===== src/rtl/rtc_rf_pkg.sv =====
package rtc_rf_pkg;

    localparam int BYTE_W = 8;

    typedef logic [BYTE_W-1:0] byte_t;

    // Fixed register indices; software decodes these.
    localparam int IX_SEC   = 0;
    localparam int IX_ASEC  = 1;
    localparam int IX_MIN   = 2;
    localparam int IX_AMIN  = 3;
    localparam int IX_HOUR  = 4;
    localparam int IX_AHOUR = 5;
    localparam int IX_WDAY  = 6;
    localparam int IX_MDAY  = 7;
    localparam int IX_MON   = 8;
    localparam int IX_YEAR  = 9;
    localparam int IX_CTLA  = 10;
    localparam int IX_CTLB  = 11;
    localparam int IX_STAT  = 12;
    localparam int IX_VALID = 13;

    // Control B layout, bit 7 down to bit 0.
    typedef struct packed {
        logic freeze;
        logic per_en;
        logic alm_en;
        logic upd_en;
        logic sqw_en;
        logic bin_mode;
        logic h24;
        logic spare;
    } ctlb_t;

    // Status C flag masks.
    localparam byte_t ST_IRQF = 8'h80;
    localparam byte_t ST_PER  = 8'h40;
    localparam byte_t ST_ALM  = 8'h20;
    localparam byte_t ST_UPD  = 8'h10;

    localparam logic [6:0] CTLA_RESET  = 7'h26;
    localparam byte_t      CTLB_RESET  = 8'h02;
    localparam byte_t      VALID_VALUE = 8'h80;
    localparam byte_t      IDX_READ    = 8'hFF;

    typedef struct packed {
        byte_t sec;
        byte_t min;
        byte_t hour;
        byte_t wday;
        byte_t mday;
        byte_t mon;
        byte_t year;
    } time_t;

    // An alarm byte with both top bits set matches any value.
    function automatic logic alarm_hit(byte_t alm, byte_t cur);
        return (alm[7:6] == 2'b11) || (alm == cur);
    endfunction

endpackage


===== src/rtl/rtc_rf_index.sv =====
module rtc_rf_index #(
    parameter int IDX_W = 7
) (
    input  logic               clk,
    input  logic               rst,
    input  logic               load,
    input  rtc_rf_pkg::byte_t  wdata,
    output logic [IDX_W-1:0]   idx
);
    always_ff @(posedge clk) begin
        if (rst)
            idx <= '0;
        else if (load)
            idx <= wdata[IDX_W-1:0];
    end
endmodule


===== src/rtl/rtc_rf_store.sv =====
module rtc_rf_store
    import rtc_rf_pkg::*;
#(
    parameter int NUM_REGS = 128,
    parameter int IDX_W    = $clog2(NUM_REGS)
) (
    input  logic             clk,
    input  logic             rst,
    input  logic             wr_en,
    input  logic [IDX_W-1:0] idx,
    input  byte_t            wdata,
    input  logic             load_time,
    input  time_t            now,
    output byte_t            rd_byte,
    output byte_t            cur_sec,
    output byte_t            cur_min,
    output byte_t            cur_hour,
    output byte_t            alm_sec,
    output byte_t            alm_min,
    output byte_t            alm_hour
);
    byte_t mem [NUM_REGS];

    always_ff @(posedge clk) begin
        if (rst) begin
            for (int i = 0; i < NUM_REGS; i++)
                mem[i] <= '0;
        end else begin
            if (load_time) begin
                mem[IX_SEC]  <= now.sec;
                mem[IX_MIN]  <= now.min;
                mem[IX_HOUR] <= now.hour;
                mem[IX_WDAY] <= now.wday;
                mem[IX_MDAY] <= now.mday;
                mem[IX_MON]  <= now.mon;
                mem[IX_YEAR] <= now.year;
            end
            // A bus write to the same byte in the same cycle wins.
            if (wr_en)
                mem[idx] <= wdata;
        end
    end

    assign rd_byte  = mem[idx];
    assign cur_sec  = mem[IX_SEC];
    assign cur_min  = mem[IX_MIN];
    assign cur_hour = mem[IX_HOUR];
    assign alm_sec  = mem[IX_ASEC];
    assign alm_min  = mem[IX_AMIN];
    assign alm_hour = mem[IX_AHOUR];
endmodule


===== src/rtl/rtc_rf_ctrl.sv =====
module rtc_rf_ctrl
    import rtc_rf_pkg::*;
(
    input  logic  clk,
    input  logic  rst,
    input  logic  wr_a,
    input  logic  wr_b,
    input  byte_t wdata,
    input  logic  sec_tick,
    output byte_t a_byte,
    output ctlb_t ctlb,
    output logic  uip,
    output logic  load_time,
    output logic  done_fire
);
    logic [6:0] a_low;
    logic       done_q;

    assign load_time = sec_tick & ~ctlb.freeze;
    assign done_fire = done_q & ~ctlb.freeze;
    assign a_byte    = {uip, a_low};

    always_ff @(posedge clk) begin
        if (rst) begin
            a_low  <= CTLA_RESET;
            ctlb   <= ctlb_t'(CTLB_RESET);
            uip    <= 1'b0;
            done_q <= 1'b0;
        end else begin
            done_q <= load_time;
            if (wr_a)
                a_low <= wdata[6:0];
            if (wr_b)
                ctlb <= ctlb_t'(wdata);
            if (wr_b && wdata[7])
                uip <= 1'b0;
            else if (load_time)
                uip <= 1'b1;
            else if (done_q)
                uip <= 1'b0;
        end
    end
endmodule


===== src/rtl/rtc_rf_irq.sv =====
module rtc_rf_irq
    import rtc_rf_pkg::*;
(
    input  logic  clk,
    input  logic  rst,
    input  logic  per_tick,
    input  logic  done_fire,
    input  logic  clr,
    input  ctlb_t ctlb,
    input  byte_t cur_sec,
    input  byte_t cur_min,
    input  byte_t cur_hour,
    input  byte_t alm_sec,
    input  byte_t alm_min,
    input  byte_t alm_hour,
    output byte_t stat,
    output logic  irq,
    output logic  sqw_pulse
);
    logic  hit;
    byte_t raise;

    assign hit = alarm_hit(alm_sec, cur_sec) &&
                 alarm_hit(alm_min, cur_min) &&
                 alarm_hit(alm_hour, cur_hour);

    always_comb begin
        raise = '0;
        if (per_tick && ctlb.per_en)
            raise = raise | ST_IRQF | ST_PER;
        if (done_fire) begin
            raise = raise | ST_UPD;
            if (ctlb.upd_en)
                raise = raise | ST_IRQF;
            if (ctlb.alm_en && hit)
                raise = raise | ST_IRQF | ST_ALM;
        end
    end

    always_ff @(posedge clk) begin
        if (rst)
            stat <= '0;
        else
            stat <= (clr ? '0 : stat) | raise;
    end

    assign irq       = stat[7];
    assign sqw_pulse = per_tick & ctlb.sqw_en;
endmodule


===== src/rtl/rtc_regfile_irq.sv =====
module rtc_regfile_irq
    import rtc_rf_pkg::*;
#(
    parameter int NUM_REGS = 128
) (
    input  logic       clk,
    input  logic       rst,
    input  logic       bus_en,
    input  logic       bus_we,
    input  logic       bus_addr,
    input  logic [7:0] bus_wdata,
    output logic [7:0] bus_rdata,
    input  logic       sec_tick,
    input  logic       per_tick,
    input  logic [7:0] now_sec,
    input  logic [7:0] now_min,
    input  logic [7:0] now_hour,
    input  logic [7:0] now_wday,
    input  logic [7:0] now_mday,
    input  logic [7:0] now_mon,
    input  logic [7:0] now_year,
    output logic       irq,
    output logic       sqw_pulse
);
    localparam int IDX_W = $clog2(NUM_REGS);

    logic [IDX_W-1:0] cur_idx;
    logic             wr_idx, wr_dat, rd_dat;
    logic             is_a, is_b, is_c, is_d;
    logic             wr_a, wr_b, store_we, clr_stat;
    logic             load_time, done_fire, uip;
    byte_t            a_byte, st_byte, stat_bits, b_bits, tm_sec_q;
    byte_t            cur_min, cur_hour, alm_sec, alm_min, alm_hour;
    ctlb_t            ctlb;
    time_t            now;

    assign now = '{sec: now_sec, min: now_min, hour: now_hour, wday: now_wday,
                   mday: now_mday, mon: now_mon, year: now_year};

    assign wr_idx   = bus_en & bus_we & ~bus_addr;
    assign wr_dat   = bus_en & bus_we & bus_addr;
    assign rd_dat   = bus_en & ~bus_we & bus_addr;
    assign is_a     = (cur_idx == IDX_W'(IX_CTLA));
    assign is_b     = (cur_idx == IDX_W'(IX_CTLB));
    assign is_c     = (cur_idx == IDX_W'(IX_STAT));
    assign is_d     = (cur_idx == IDX_W'(IX_VALID));
    assign wr_a     = wr_dat & is_a;
    assign wr_b     = wr_dat & is_b;
    assign store_we = wr_dat & ~(is_a | is_b | is_c | is_d);
    assign clr_stat = rd_dat & is_c;
    assign b_bits   = byte_t'(ctlb);

    rtc_rf_index #(.IDX_W(IDX_W)) u_index (
        .clk   (clk),
        .rst   (rst),
        .load  (wr_idx),
        .wdata (bus_wdata),
        .idx   (cur_idx)
    );

    rtc_rf_store #(.NUM_REGS(NUM_REGS), .IDX_W(IDX_W)) u_store (
        .clk       (clk),
        .rst       (rst),
        .wr_en     (store_we),
        .idx       (cur_idx),
        .wdata     (bus_wdata),
        .load_time (load_time),
        .now       (now),
        .rd_byte   (st_byte),
        .cur_sec   (tm_sec_q),
        .cur_min   (cur_min),
        .cur_hour  (cur_hour),
        .alm_sec   (alm_sec),
        .alm_min   (alm_min),
        .alm_hour  (alm_hour)
    );

    rtc_rf_ctrl u_ctrl (
        .clk       (clk),
        .rst       (rst),
        .wr_a      (wr_a),
        .wr_b      (wr_b),
        .wdata     (bus_wdata),
        .sec_tick  (sec_tick),
        .a_byte    (a_byte),
        .ctlb      (ctlb),
        .uip       (uip),
        .load_time (load_time),
        .done_fire (done_fire)
    );

    rtc_rf_irq u_irq (
        .clk       (clk),
        .rst       (rst),
        .per_tick  (per_tick),
        .done_fire (done_fire),
        .clr       (clr_stat),
        .ctlb      (ctlb),
        .cur_sec   (tm_sec_q),
        .cur_min   (cur_min),
        .cur_hour  (cur_hour),
        .alm_sec   (alm_sec),
        .alm_min   (alm_min),
        .alm_hour  (alm_hour),
        .stat      (stat_bits),
        .irq       (irq),
        .sqw_pulse (sqw_pulse)
    );

    always_comb begin
        if (!bus_addr)
            bus_rdata = IDX_READ;
        else if (is_a)
            bus_rdata = a_byte;
        else if (is_b)
            bus_rdata = b_bits;
        else if (is_c)
            bus_rdata = stat_bits;
        else if (is_d)
            bus_rdata = VALID_VALUE;
        else
            bus_rdata = st_byte;
    end
endmodule


===== config.mk =====
export PLATFORM = sky130hd
export DESIGN_NAME = rtc_regfile_irq
export DESIGN_NICKNAME = d
export VERILOG_FILES = /design/src/rtl/rtc_rf_pkg.sv /design/src/rtl/rtc_rf_index.sv /design/src/rtl/rtc_rf_store.sv /design/src/rtl/rtc_rf_ctrl.sv /design/src/rtl/rtc_rf_irq.sv /design/src/rtl/rtc_regfile_irq.sv
export SDC_FILE = /design/constraint.sdc
export NUM_CORES = 2
export LEC_CHECK = 0
export BUFFER_PORTS_ARGS = -buffer_cell sky130_fd_sc_hd__buf_4
export CAP_MARGIN = 20
export CORE_MARGIN = 2
export CORE_UTILIZATION = 23
export DETAILED_ROUTE_END_ITERATION = 8
export PLACE_DENSITY_LB_ADDON = 0.3
export SETUP_SLACK_MARGIN = 0.5
export SLEW_MARGIN = 25
export SYNTH_ARGS = -nofsm -noshare
export SYNTH_HDL_FRONTEND = slang
export SYNTH_SLANG_ARGS = --single-unit

===== constraint.sdc =====
create_clock -name clk -period 2.99 [get_ports clk]
set_input_delay 0.1495 -clock clk [delete_from_list [all_inputs] [get_ports clk]]
set_output_delay 0.1495 -clock clk [all_outputs]
set_load 0.01 [all_outputs]

Word level (Yosys, flattened, before mapping). Memories as Yosys holds them, arrays and structs flattened. A register that Yosys moved wholly into a read port is not among the register bits. Index checks and enable logic that the tools add are counted.

Bits in registers: 32. Bits in latches: 0. Bits in writable memories: 1024. Memory bits (read-only): 0. Bits of input ports: 71. Word-level logic and storage cells: 118. Memories: 1.

Memory list: u_store.mem (words 128, bits a word 8, read ports 7, clocked after memory_dff 1, write ports 128, line rtc_rf_store.sv:22) `byte_t mem [NUM_REGS];`.

$add $sub $neg: 0. Multiply operators: 0. Div/mod/pow operators: 0. $lt $le $gt $ge: 0. Equality and inequality tests: 16. Shifts and indexed selects: 0. Multiplexer cells: 32. Bitwise logic cells: 45. Reductions and logical operators: 11.

Operators by type and width (count): two-way mux 8 bit (18); equality test 7 bit, first input constant (6); equality test 7 x 4 -> 1 bit, second input constant (4); AND 1 bit (24); equality test 8 bit (3); two-way mux 7 bit (3); two-way mux 1 bit (11); NOT 1 bit (10); OR 1 bit (10); OR 8 bit (1); OR reduction 8 bit (1); equality test 2 bit, second input constant (3); logical AND 1 bit (5); logical OR 1 bit (3); nonzero test 2 bit (1); OR reduction 2 bit (1).

Longest topological paths before layout.
Depth in word-level cells: 12. Depth in mapped cells: 10. Gate-level depth less buffers: 6.

Cells and area by module. Synthesis repeated with hierarchy kept, for this count alone.

Cells, all modules: 4080. Area total of the unflattened synthesis: 50417.1 um^2.

Modules (own cells, without submodules): rtc_rf_store (times used 1, cells each 3884, area an instance 48619.1 um^2, seq. area each 30749.5 um^2); rtc_rf_ctrl (times used 1, cells each 58, area an instance 649.4 um^2, seq. area each 340.3 um^2); rtc_rf_irq (times used 1, cells each 55, area an instance 460.4 um^2, seq. area each 80.1 um^2); rtc_regfile_irq (times used 1, cells each 61, area an instance 440.4 um^2, seq. area each 0.0 um^2); rtc_rf_index (times used 1, cells each 22, area an instance 247.7 um^2, seq. area each 140.1 um^2).

Least setup slack after synthesis. Ideal clock, no wire load.

Kind: flip-flop to flip-flop. From: register u_index.idx[0]. To: memory u_store.mem[4][0] (netlist bit) (enable). Arrival: 1914 ps. Path slack: 692 ps. Cell stages (with the launch flop): 6. Path buffers: 3. Period minus slack after synthesis: 2298 ps. Cells stage by stage: dfxtp_1 -> clkbuf_1 -> or3b_2 -> clkbuf_1 -> clkbuf_1 -> o21ai_0.

RTL lines: start, declared (line rtc_rf_index.sv:8) `output logic [IDX_W-1:0] idx`; start signal, assigned (line rtc_rf_index.sv:14) `idx <= wdata[IDX_W-1:0];`; end, declared (line rtc_rf_store.sv:22).

==> summary.md <==
| Metric | Value |
|---|---|
| Status | `complete, but fails checks` |
| Violated checks | `setup timing` |
| Root buffer selected by CTS | `clkbuf_16` |
| Main synth FF type | `edfxtp_1` |
| Slew Viols, Final | `0` |
| Crit path DAT | `3.43 ns` |
| FP Rows | `170` |
| Synthesized area per cell | `14.2 µm²` |
| Worst slew pin tran | `0.905 ns` |
| CP Max Fanout | `6` |
| Final ANT Viol Nets | `0` |
| Die Height | `468 µm` |
| Fillers | `21452` |
| Hpwl dp | `100000 µm` |
| Register area share after synthesis | `0.635` |
| Syn Inst Count | `3479` |
| Die Wd | `468 µm` |
| Initial antenna violation count | `6` |
| Reg area | `0.0315 mm²` |
| Clk slew on worst S/H paths | `0.06 ns` |
| Number of global-route vias before repair | `30408` |
| First DRT Iteration DRCs | `2769` |
| CTS Buf Count | `110` |
| Final hold violations | `0` |
| Die ar. | `0.219 mm²` |
| Synth-to-Final Area Change | `24.0%` |
| Clk Latency, worst-skew pair | `0.74 ns` |
| Largest net degree at the start of global routing | `82` |
| Ratio of final minimum period to clock period | `1.20` |
| Commonest non-fill, non-tap cell in the layout | `edfxtp_1` |
| Drt via density | `4.38` |
| CTS Buffer Depth | `3` |
| Final min period | `3.58 ns` |
| DR vias | `29760` |
| Grt total ovfl | `0` |
| GR Util All Layers | `0.137` |
| Unrepaired setup endpoints after global routing | `yes` |
| Final wirelength | `151000 µm` |
| Fin area | `0.0614 mm²` |
| RD Place Congestion | `0.839` |
| Port bufs | `80` |
| Startpoint Class | `flop` |
| Total power | `0.0336 W` |
| Commonest non-fill, non-tap cells in the layout | `edfxtp_1, and2_1, buf_4, mux4_2` |
| Final setup fails | `8` |
| Max transition margin | `0.391` |
| Htree depth | `3` |
| Multi-input logic area | `0.0178 mm²` |
| Share of layout cells above drive strength 1 | `0.277` |
| First-pass GRT wire length | `220000 µm` |
| Initial Utilization | `0.231` |
| Nets | `3937` |
| Io pins | `81` |
| Netlist cell types | `62` |
| FMAX | `280 MHz` |
| Critical Path End Type | `primary output` |
| R2r setup slk | `0.59 ns` |
| Fin worst setup slack | `-0.586 ns` |
| Async SR Flop Fraction | `0` |
| Static Leakage | `21.6 nW` |
| Yosys warnings | `0` |
| Clk sinks | `1059` |
| Cell Pwr Density | `548 mW/mm²` |
| Setup Crit Path Kind | `reg2out` |
| Synth Register Bits | `1059` |
| Number of enable flip-flop cells after synthesis | `1024` |
| Worst ir drop on vdd | `0.422 mV` |
| Setup Skew | `0.0269 ns` |
| Hold WC Path Type | `in2reg` |
| Placeable Area | `0.214 mm²` |
| Routed WL per cell | `22.2 µm` |
| CTS tree | `built` |
| Post-Synthesis Cell Area | `0.0495 mm²` |
| WP data required | `2.84 ns` |
| Maxcap violations | `0` |
| Pre-antenna DRT Iters | `5` |
| Drc violations | `0` |
| Post-DP Area | `0.0555 mm²` |
[layer usage]
metal	share of wire	vias up	global-route usage
met1	0.46	15311	0.193
met3	0.051	176	0.0202
met5	0	-	0
met4	0.021	0	0.0300
li1	-	13514	-
met2	0.47	759	0.220
[where the power goes]
| part | leakage [nW] | total [W] | internal [W] | switching [W] |
|---|---|---|---|---|
| clock | 1.77 | 0.0142 | 0.00809 | 0.00609 |
| sequential | 10.9 | 0.0170 | 0.0168 | 0.000218 |
| combinational | 8.96 | 0.00248 | 0.00101 | 0.00147 |
| total | 21.6 | 0.0336 | 0.0259 | 0.00778 |
[registers in the layout (all words and copies together), names as in the netlist, named ones only]
signal         count
u_store.mem     1024
u_ctrl.ctlb        8
u_ctrl.a_low       7
u_ctrl.done_q      1
u_index.idx        7
u_irq.stat         4
u_ctrl.uip         1
[what timing repair did]
action,CTS,global route
hold buffers,66,0
pin swaps,34,15
cloned,10,1
setup endpoints to repair,55,219
endpoints found under the hold margin,87,0
buffers inserted,27,4
gates resized for setup,160,34
[cell usage after synthesis, types with 9 or more instances]
library cell | instances | area share
buf_6 | 9 | 0.0020
nand2_1 | 165 | 0.013
o21ai_0 | 107 | 0.011
a211oi_1 | 11 | 0.0017
and2_1 | 941 | 0.12
a221oi_1 | 12 | 0.0021
nand3_1 | 20 | 0.0020
buf_4 | 18 | 0.0027
nor2_1 | 172 | 0.013
nor3_1 | 11 | 0.0011
nand4_1 | 9 | 0.0011
nor2b_1 | 27 | 0.0034
dfxtp_1 | 35 | 0.014
o22ai_1 | 10 | 0.0013
edfxtp_1 | 1024 | 0.62
mux4_2 | 232 | 0.11
a22oi_1 | 54 | 0.0082
a21oi_1 | 42 | 0.0042
xor2_1 | 16 | 0.0028
nand2b_1 | 12 | 0.0015
mux2i_1 | 79 | 0.016
buf_2 | 40 | 0.0040
or2_2 | 120 | 0.015
clkbuf_1 | 189 | 0.014
[through the flow]
step,cells,util,hold slack (ns),setup TNS [ns],setup slack (ns)
finish,6800,0.287,0.0502,-4.33,-0.586
global route,6800,0.287,0.0521,-5.18,-0.688
CTS,6793,0.286,0.0349,-4.83,-0.658
detailed placement,6484,0.259,0.470,-1.69,-0.510
global placement,6484,0.259,0.464,-2.03,-0.492
floorplan,3510,-,0.315,0,0.692
[worst max-delay path, cell delays in order (launching register included)]
cell and delay [ns]:
dfxtp_4 0.37, buf_12 0.14, buf_16 0.13, buf_12 0.12, buf_6 0.09, mux4_2 0.53
mux2i_2 0.20, nand2_1 0.08, nand4_1 0.20, nor4b_4 0.39, buf_4 0.20, o2bb2ai_4 0.08
buf_6 0.13
[worst paths after layout]
kind                                    start                          endpoint  cells past startpoint
setup / recovery                         flop                      bus_rdata[1]                     12
hold / removal                   bus_wdata[7]  u_store.mem[62][7]$_SDFFCE_PN0P_                      2
setup reg to reg  u_index.idx[1]$_SDFFE_PP0P_          u_irq.stat[7]$_SDFF_PP0_                      7
hold reg to reg      u_irq.stat[5]$_SDFF_PP0_          u_irq.stat[5]$_SDFF_PP0_                      2
[final cells by class]
class | instances | area share
clock inverters | 67 | 0.0117
diodes | 2 | 0.0000815
inverters | 2 | 0.000122
multi-input cells | 2185 | 0.289
flip-flops and latches | 1059 | 0.512
repair buffers | 508 | 0.0806
well taps | 2838 | 0.0578
clock buffers | 139 | 0.0478
[logic make-up after synthesis]
group	Yosys count	share of synthesized area
other	1	0.0000758
muxes	319	0.123
DFF	1059	0.635
buffers and inverters	266	0.0239
and+or+nand+nor	1514	0.175
AOI/OAI and AO/OA	296	0.0384
xor gates and xnor gates	24	0.00425
No activity file was read; power rests on OpenSTA's default activity.
